==> src/rtl/spi_mem_bridge_pkg.sv <==
`timescale 1ns/1ps
package spi_mem_bridge_pkg;
    // opcode values decoded from the first byte of a transaction
    typedef enum logic [2:0] {
        OP_RD16  = 3'd0,
        OP_WR16  = 3'd1,
        OP_RD32  = 3'd2,
        OP_WR32  = 3'd3,
        OP_RDBST = 3'd4,
        OP_WRBST = 3'd5
    } op_e;

    localparam int unsigned LANES   = 8;          // widest data word in bytes
    localparam int unsigned DATA_W  = LANES * 8;
    localparam int unsigned ADDR_W  = 32;
    localparam int unsigned HDR_END = 4;          // byte_cnt value of the last address byte
    localparam int unsigned RD_PAD  = 4;          // pad bytes before read data
endpackage

==> src/rtl/spi_mem_bridge_sync.sv <==
`timescale 1ns/1ps
module spi_mem_bridge_sync #(
    parameter int unsigned    W       = 1,
    parameter logic [W-1:0]   RST_VAL = '0
) (
    input  logic         clk,
    input  logic         rst_n,
    input  logic [W-1:0] d,
    output logic [W-1:0] q
);
    logic [W-1:0] meta_q;

    always_ff @(posedge clk or negedge rst_n) begin
        if (!rst_n) begin
            meta_q <= RST_VAL;
            q      <= RST_VAL;
        end else begin
            meta_q <= d;
            q      <= meta_q;
        end
    end
endmodule

==> src/rtl/spi_mem_bridge_decode.sv <==
`timescale 1ns/1ps
module spi_mem_bridge_decode
    import spi_mem_bridge_pkg::*;
#(
    parameter logic [31:0] WIN_BASE    = 32'h1802_0000,
    parameter logic [31:0] WIN_LIMIT   = 32'h1802_1000,
    parameter int unsigned BURST_WORDS = 30,
    parameter int unsigned CNT_W       = 5
) (
    input  logic [7:0]        op,
    input  logic [31:0]       addr,
    output logic              is_rd,
    output logic [3:0]        nbytes,
    output logic [CNT_W-1:0]  max_words,
    output logic              blocked,
    output logic [LANES-1:0]  be,
    output logic [DATA_W-1:0] dmask
);
    logic known;
    logic narrow;
    logic in_win;

    always_comb begin
        known  = (op <= 8'(OP_WRBST));
        narrow = (op[2:1] == 2'b00);
        is_rd  = ~op[0];
        unique case (op[2:1])
            2'b00:   nbytes = 4'd2;
            2'b01:   nbytes = 4'd4;
            default: nbytes = 4'd8;
        endcase
        max_words = op[2] ? CNT_W'(BURST_WORDS) : CNT_W'(1);
        in_win    = (addr >= WIN_BASE) && (addr < WIN_LIMIT);
        blocked   = !known || (narrow && !in_win);
    end

    for (genvar g = 0; g < LANES; g++) begin : g_lane
        assign be[g]            = (4'(g) < nbytes);
        assign dmask[g*8 +: 8]  = {8{be[g]}};
    end
endmodule

==> src/rtl/spi_mem_bridge.sv <==
`timescale 1ns/1ps
module spi_mem_bridge
    import spi_mem_bridge_pkg::*;
#(
    parameter logic [31:0] WIN_BASE        = 32'h1802_0000,
    parameter logic [31:0] WIN_LIMIT       = 32'h1802_1000,
    parameter int unsigned BURST_MAX_BYTES = 240
) (
    input  logic        clk,
    input  logic        rst_n,
    input  logic        spi_sck,
    input  logic        spi_cs_n,
    input  logic        spi_mosi,
    output logic        spi_miso,
    output logic        mem_req,
    output logic        mem_we,
    output logic [31:0] mem_addr,
    output logic [7:0]  mem_be,
    output logic [63:0] mem_wdata,
    input  logic [63:0] mem_rdata,
    input  logic        mem_rdy
);
    localparam int unsigned BURST_WORDS = BURST_MAX_BYTES / LANES;
    localparam int unsigned CNT_W       = $clog2(BURST_WORDS + 1);
    localparam logic [CNT_W-1:0] CNT_ONE = CNT_W'(1);

    typedef struct packed {
        logic              sck_prev;
        logic [2:0]        bit_cnt;
        logic [3:0]        byte_cnt;   // completed bytes, saturating
        logic [2:0]        wb;         // byte index inside the data word
        logic [CNT_W-1:0]  words;      // words fetched or written
        logic              blocked;
        logic [7:0]        op;
        logic [31:0]       addr;       // address of the next access
        logic [DATA_W-1:0] in_sr;
        logic [DATA_W-1:0] out_sr;
        logic [DATA_W-1:0] rbuf;
        logic              miso;
        logic              req;
        logic              we;
        logic [31:0]       maddr;
        logic [LANES-1:0]  be;
        logic [DATA_W-1:0] wdata;
    } st_t;

    st_t s_q, s_d;

    logic cs_s, sck_s, mosi_s;
    spi_mem_bridge_sync #(.W(3), .RST_VAL(3'b100)) u_sync (
        .clk   (clk),
        .rst_n (rst_n),
        .d     ({spi_cs_n, spi_sck, spi_mosi}),
        .q     ({cs_s, sck_s, mosi_s})
    );

    logic [7:0]        byte_in;
    logic [31:0]       addr_cat;
    logic              is_rd, dec_blocked;
    logic [3:0]        nbytes;
    logic [CNT_W-1:0]  max_words;
    logic [LANES-1:0]  dec_be;
    logic [DATA_W-1:0] dmask;

    assign byte_in  = {s_q.in_sr[6:0], mosi_s};
    assign addr_cat = {s_q.addr[23:0], byte_in};

    spi_mem_bridge_decode #(
        .WIN_BASE(WIN_BASE), .WIN_LIMIT(WIN_LIMIT),
        .BURST_WORDS(BURST_WORDS), .CNT_W(CNT_W)
    ) u_dec (
        .op        (s_q.op),
        .addr      (addr_cat),
        .is_rd     (is_rd),
        .nbytes    (nbytes),
        .max_words (max_words),
        .blocked   (dec_blocked),
        .be        (dec_be),
        .dmask     (dmask)
    );

    logic              rise, fall, byte_done, data_ph, word_end, room;
    logic [6:0]        shamt;
    logic [DATA_W-1:0] rd_now;

    always_comb begin
        rise      = sck_s & ~s_q.sck_prev;
        fall      = ~sck_s & s_q.sck_prev;
        byte_done = rise && (s_q.bit_cnt == 3'd7);
        data_ph   = is_rd ? (s_q.byte_cnt >= 4'(HDR_END + 1 + RD_PAD))
                          : (s_q.byte_cnt >= 4'(HDR_END + 1));
        word_end  = ({1'b0, s_q.wb} == (nbytes - 4'd1));
        room      = !s_q.blocked && (s_q.words < max_words);
        shamt     = 7'd64 - {nbytes, 3'b000};

        s_d          = s_q;
        s_d.sck_prev = sck_s;
        rd_now       = s_q.rbuf;

        // memory completion
        if (s_q.req && mem_rdy) begin
            s_d.req = 1'b0;
            if (!s_q.we) begin
                rd_now     = mem_rdata & dmask;
                s_d.rbuf   = rd_now;
            end
        end

        if (cs_s) begin
            s_d.bit_cnt  = '0;
            s_d.byte_cnt = '0;
            s_d.wb       = '0;
            s_d.words    = '0;
            s_d.blocked  = 1'b1;
            s_d.out_sr   = '0;
            s_d.rbuf     = '0;
            s_d.miso     = 1'b0;
        end else begin
            if (rise) begin
                s_d.in_sr   = {s_q.in_sr[DATA_W-2:0], mosi_s};
                s_d.bit_cnt = s_q.bit_cnt + 3'd1;
            end
            if (byte_done) begin
                if (s_q.byte_cnt != 4'hF) s_d.byte_cnt = s_q.byte_cnt + 4'd1;
                if (s_q.byte_cnt == 4'd0) s_d.op = byte_in;
                else if (s_q.byte_cnt <= 4'(HDR_END)) s_d.addr = addr_cat;
                // header complete: latch access permission, fetch first read word
                if (s_q.byte_cnt == 4'(HDR_END)) begin
                    s_d.blocked = dec_blocked;
                    s_d.words   = '0;
                    if (is_rd && !dec_blocked) begin
                        s_d.req   = 1'b1;
                        s_d.we    = 1'b0;
                        s_d.maddr = addr_cat;
                        s_d.be    = dec_be;
                        s_d.addr  = addr_cat + 32'(nbytes);
                        s_d.words = CNT_ONE;
                    end
                end
                if (data_ph) s_d.wb = word_end ? 3'd0 : s_q.wb + 3'd1;
                // write: a full word has arrived
                if (!is_rd && data_ph && word_end && room) begin
                    s_d.req   = 1'b1;
                    s_d.we    = 1'b1;
                    s_d.maddr = s_q.addr;
                    s_d.be    = dec_be;
                    s_d.wdata = {s_q.in_sr[DATA_W-2:0], mosi_s} & dmask;
                    s_d.addr  = s_q.addr + 32'(nbytes);
                    s_d.words = s_q.words + CNT_ONE;
                end
                // read: next word starts, load shifter and prefetch
                if (is_rd && ((s_q.byte_cnt == 4'(HDR_END + RD_PAD)) || (data_ph && word_end))) begin
                    s_d.out_sr = rd_now << shamt;
                    s_d.rbuf   = '0;
                    if (room) begin
                        s_d.req   = 1'b1;
                        s_d.we    = 1'b0;
                        s_d.maddr = s_q.addr;
                        s_d.be    = dec_be;
                        s_d.addr  = s_q.addr + 32'(nbytes);
                        s_d.words = s_q.words + CNT_ONE;
                    end
                end
            end
            if (fall && is_rd && (s_q.byte_cnt >= 4'(HDR_END + 1 + RD_PAD))) begin
                s_d.miso   = s_q.out_sr[DATA_W-1];
                s_d.out_sr = {s_q.out_sr[DATA_W-2:0], 1'b0};
            end
        end
    end

    always_ff @(posedge clk or negedge rst_n) begin
        if (!rst_n) s_q <= '0;
        else        s_q <= s_d;
    end

    assign spi_miso  = s_q.miso;
    assign mem_req   = s_q.req;
    assign mem_we    = s_q.we;
    assign mem_addr  = s_q.maddr;
    assign mem_be    = s_q.be;
    assign mem_wdata = s_q.wdata;
endmodule

==> config.mk <==
export PLATFORM = sky130hd
export DESIGN_NAME = spi_mem_bridge
export DESIGN_NICKNAME = d
export VERILOG_FILES = /design/src/rtl/spi_mem_bridge_pkg.sv /design/src/rtl/spi_mem_bridge_sync.sv /design/src/rtl/spi_mem_bridge_decode.sv /design/src/rtl/spi_mem_bridge.sv
export SDC_FILE = /design/constraint.sdc
export NUM_CORES = 1
export LEC_CHECK = 0
export BUFFER_PORTS_ARGS = -buffer_cell sky130_fd_sc_hd__buf_2
export CORE_UTILIZATION = 30
export CTS_CLUSTER_SIZE = 25
export DETAILED_ROUTE_END_ITERATION = 8
export MAX_ROUTING_LAYER = met4
export PLACE_DENSITY_LB_ADDON = 0.3
export SYNTH_ARGS = -nofsm -noshare
export SYNTH_HDL_FRONTEND = slang
export SYNTH_SLANG_ARGS = --single-unit
export TNS_END_PERCENT = 20
==> constraint.sdc <==
create_clock -name clk -period 7.5 [get_ports clk]
set_input_delay 0 -clock clk [delete_from_list [all_inputs] [get_ports clk]]
set_output_delay 0 -clock clk [all_outputs]
set_load 0.03 [all_outputs]
; Yosys cells after proc, flatten, opt, wreduce, memory -nomap -nowiden
; Cells that the tools add are included.
[word_totals]
elab_cells = 131
out_inout_bits = 107
regBits = 361
inputBits = 70
[classes]
n_shift = 1
n_eq_ne = 6
reduce_logical = 37
bitwise_logic = 8
mux = 37
addsub = 8
order_cmp = 15
[op_table]
columns = op, count
row1 = $mux 106, 3
row2 = $mux 128, 2
row3 = $mux 32, 7
row4 = $mux 64, 3
row5 = $mux 42, 4
row6 = $mux 129, 1
row7 = $and 64x64->64, 2
row8 = $add 32x4->32, 2
row9 = $shl 64x7->64, 1
row10 = $mux 53, 1
row11 = $ge 32x29->1 const B, 1
row12 = $lt 32x29->1 const B, 1
row13 = $mux 5, 4
row14 = $lt 3x4->1 const A, 4
row15 = $mux 16, 1
row16 = $logic_and 1x1->1, 13
row17 = $reduce_and 2->1, 6
row18 = $reduce_bool 2->1, 6
row19 = $mux 3, 3
row20 = $le 8x3->1 const B, 1
row21 = $lt 1x4->1 const A, 2
row22 = $lt 2x4->1 const A, 2
row23 = $mux 8, 1
row24 = $pmux 4 s2, 1
row25 = 26 further kinds, 40

; Depth between registers and ports, before layout
[logic_depth]
ltp_word = 14
ltp_mapped = 16
mapped_depth_nobuf = 12

; Hierarchy
; Synthesis repeated with hierarchy kept, for this count alone.
[hier_totals]
cells_unflattened = 2213
area_unflattened_um2 = 20502.2
[by_module_without_submodules]
columns = mod, cells_each, instances, seq_area_each_um2, area_each_um2
row1 = spi_mem_bridge, 2109, 1, 8883.5, 19638.8
row2 = spi_mem_bridge_decode, 98, 1, 0.0, 710.7
row3 = spi_mem_bridge_sync, 6, 1, 152.6, 152.6

; Worst setup path after synthesis
; OpenSTA, ideal clock, no wires.
[synth_timing]
path_type = register to register
startpoint = register s_q[333] (netlist name)
endpoint = register s_q[324] (netlist name)
path_stages_with_launch = 16
synth_period_minus_slack_ns = 3.515
path_slack_ns = 3.985
path_buffers = 3
required_ns = 7.354
arrival_ns = 3.369
setup_ns = 0.146
cell_sequence = dfrtp_1 > or2_2 > clkbuf_1 > inv_2 > buf_2 > buf_1 > ha_1 > inv_1 > fa_1 > nor2b_1 > o21ai_1 > or3_1 > or2_0 > a21o_1 > nand2_1 > o311ai_1
[synth_via]
elab_chain_cells = 10
word_cells_on_any_way = 26
cone_classes = add/sub (3) / order compare (2) / eq/ne (2) / mux (7) / reduce/logical (12)
[synth_rtl]
columns = item, line
row1 = "start, declared", spi_mem_bridge.sv:47  ; st_t s_q, s_d;
row2 = "start signal, assigned", spi_mem_bridge.sv:173  ; if (!rst_n) s_q <= '0;
row3 = "start signal, assigned", spi_mem_bridge.sv:174  ; else s_q <= s_d;
row4 = branches (longest 9 deep; another with $add 32x4->32), n/a
row5 = $mux 32 *, spi_mem_bridge.sv:152  ; if (is_rd && ((s_q.byte_cnt == 4'(HDR_END + RD_PAD)) || (data_ph && word_end))) begin
; Mark *: on every way between the ends.
; A chain may end at the register's enable or synchronous reset.

; Final worst setup path
[layout_timing]
startpoint = register s_q[333] (netlist name)
endpoint = register s_q[328] (netlist name)
; The elaborated chain is that of the path after synthesis.

==> results.json <==
{
  "grt_pass1_vias": 14900,
  "synthToLayoutAreaGrowth_pct": 15.3,
  "slew_viol_final": 0,
  "grt-ovfl-total": 0,
  "r2r_end": "s_q[328]",
  "worstSkewPairLatency_ps": 590,
  "max_freq_mhz": 245,
  "power.total_mw": 4.28,
  "start_kind": "register",
  "critPathRequiredTime_ps": 7970,
  "layout-drive-gt1-share": 0.196,
  "ys_seq_area_frac": 0.488,
  "synth_area_leaders": "dfrtp_1, mux2_2, buf_4, nand2_1, a21oi_1",
  "p_clk_frac": 0.490,
  "fill_cells": 6120,
  "p_int_mw": 3.28,
  "drc": 0,
  "io_pins": 177,
  "yosys.area.top_type": "dfrtp_1",
  "finClkSkew_ps": 39.7,
  "final_core_util": 0.352,
  "rsz0062_at_grt": "no",
  "peakVddDrop_mv": 0.172,
  "postCtsSetupBuffers": 0,
  "syn_inst": 1954,
  "rr_startpoint": "s_q[333]",
  "grt_first_pass_wirelength_um": 88700,
  "viasPerCell": 5.36,
  "start_util": 0.305,
  "hp-start": "spi_cs_n",
  "first_pass_iters": 5,
  "worstPathMaxFanout": 53,
  "die_height_um": 250,
  "cts_resized": 0,
  "syn-num-nets": 2044,
  "hpwl_um": 37000,
  "synth-edff-count": 0,
  "mappedNetlistArea_um2": 18500,
  "io_buffer_count": 176,
  "yosysMostFrequentCell": "dfrtp_1",
  "synth_area_per_cell_um2": 9.48,
  "track_usage": 0.185,
  "nNetsFinal": 2108,
  "yosysTopAreaCellShare": 0.485,
  "setup_viol": 0,
  "rr_worst_depth": 12,
  "r2r_slack_ps": 3420,
  "multi_input_area_um2": 7970,
  "status": "complete, no violations",
  "crit_type": "reg -> reg",
  "p_leak_nw": 9.66,
  "crit_arrival_ps": 4550,
  "ys_warn_count": 0,
  "die_area_um2": 62700,
  "htree_levels": 2,
  "yosys_most_used_dff": "dfrtp_1",
  "cts_tree": "done",
  "drtAntennaViolNets": 0,
  "drtIter0Drc": 1139,
  "worst_pin_slew_ps": 1150,
  "period_needed_ps": 4080,
  "clock_sinks": 361,
  "min_path_type": "in -> reg",
  "power_density_nw_per_um2": 201,
  "maxSlewHeadroom": 0.230,
  "synth_cell_types": 88,
  "hold_path_end": "u_sync.meta_q[2]",
  "fp.dieW_um": 250,
  "async_flop_share": 1.00,
  "register_area_um2": 9040,
  "maxCapViolCount": 0,
  "root_buffer": "clkbuf_16",
  "netSwitchingFraction": 0.235,
  "wl_per_cell_um": 20.1,
  "combPwrFrac": 0.039,
  "cts_buffers": 42,
  "routed_wl_um": 56900,
  "fp-row-count": 90,
  "hold_violations": 0,
  "finalCritPeriodShare": 0.544,
  "gp_congestion": 0.904,
  "grt_max_degree": 115,
  "sequentialPowerShare": 0.471,
  "clock_path_buffers": 3,
  "core-area_um2": 60700,
  "synth-seq-cells": 361,
  "synth_common_cells": "dfrtp_1, nand2_1, nor2_1",
  "vias": 15200,
  "hold_depth": 2,
  "p_switching_mw": 1.00,
  "antenna_found_initial": 2,
  "cts_hold_buffers": 71,
  "tns_ps": 0,
  "clk_pin_slew_ps": 60,
  "worst_setup_path_end_kind": "register"
}
[area by class of cell]
cell class / count / area share
flip-flops and latches: 361 / 0.423
clock buffers: 61 / 0.0572
well taps: 782 / 0.0458
repair buffers: 280 / 0.0871
multi-input cells: 1303 / 0.373
clock inverters: 13 / 0.00826
diodes: 1 / 0.000117
inverters: 30 / 0.00527
[logic make-up after synthesis]
kind of cell / share of synthesized area
buf+inv: 0.0844
mux: 0.0643
fa+ha+maj: 0.0143
compound gates: 0.185
simple gates: 0.161
xor+xnor: 0.00284
flops: 0.488
[critical path, stage by stage (launching register included)]
cell,delay [ps]
dfrtp_1,500
or2_2,350
inv_2,740
ha_1,330
inv_1,60
fa_1,400
nor2b_1,170
o21ai_1,270
or3_1,480
nor2_1,240
a21o_1,160
a21oi_1,60
nor3_1,200
[worst max-delay path by stage]
stage,startpoint,endpoint,depth (start not counted)
5_1_grt,s_q[333],s_q[328],12
2_1_floorplan,s_q[333],s_q[324],15
6_report,s_q[333],s_q[328],12
4_1_cts,s_q[333],s_q[324],10
3_3_place_gp,s_q[333],s_q[324],10
3_5_place_dp,s_q[333],s_q[324],10
[cell usage in the layout (no fill, tap or decap), types with 35 or more instances in the layout]
master           n
dfrtp_1        359
nand2_1        206
nor2_1         180
buf_2          175
a21oi_1        144
o21ai_0        134
mux2_2          85
dlygate4sd3_1   70
a211oi_1        68
nor3_1          44
clkbuf_16       42
and2_1          38
o22ai_1         38
a22oi_1         35
[routing by layer]
| layer | wire [µm] | up-vias | GRT usage |
|---|---|---|---|
| li1 | - | 6991 | - |
| met1 | 25100 | 7630 | 0.242 |
| met2 | 27200 | 447 | 0.290 |
| met3 | 2840 | 94 | 0.0269 |
| met4 | 1710 | 0 | 0.0643 |
| met5 | 0 | - | - |
[power by group through the flow]
| stage | Combinational [mW] | Sequential, mW | Clock [mW] |
|---|---|---|---|
| 2_1_floorplan | 0.0740 | 2.02 | 0 |
| 3_3_place_gp | 0.138 | 2.05 | 0 |
| 3_5_place_dp | 0.139 | 2.05 | 0 |
| 4_1_cts | 0.170 | 2.02 | 2.16 |
| 5_1_grt | 0.185 | 2.02 | 2.24 |
| 6_report | 0.167 | 2.02 | 2.10 |
[state kept, by name, summed over array words and instances (netlist names), named ones only]
register       count
addr_cat          30
spi_miso           1
s_q              217
mem_wdata         64
u_sync.meta_q      3
mem_req            1
u_sync.q           3
mem_addr          32
mem_be             8
mem_we             1
[metrics by stage]
stage / instances / hold slack [ps] / worst slack, ps / area [µm²]
2_1_floorplan: 1954 / -296 / 3980 / 18500
3_3_place_gp: 2685 / 3.55 / 3500 / 19200
3_5_place_dp: 2685 / 0.188 / 3440 / 19200
4_1_cts: 2830 / 36.5 / 3390 / 21400
5_1_grt: 2831 / 49.4 / 3100 / 21400
6_report: 2831 / 63.7 / 3420 / 21400
No activity file was read; power rests on OpenSTA's default activity.
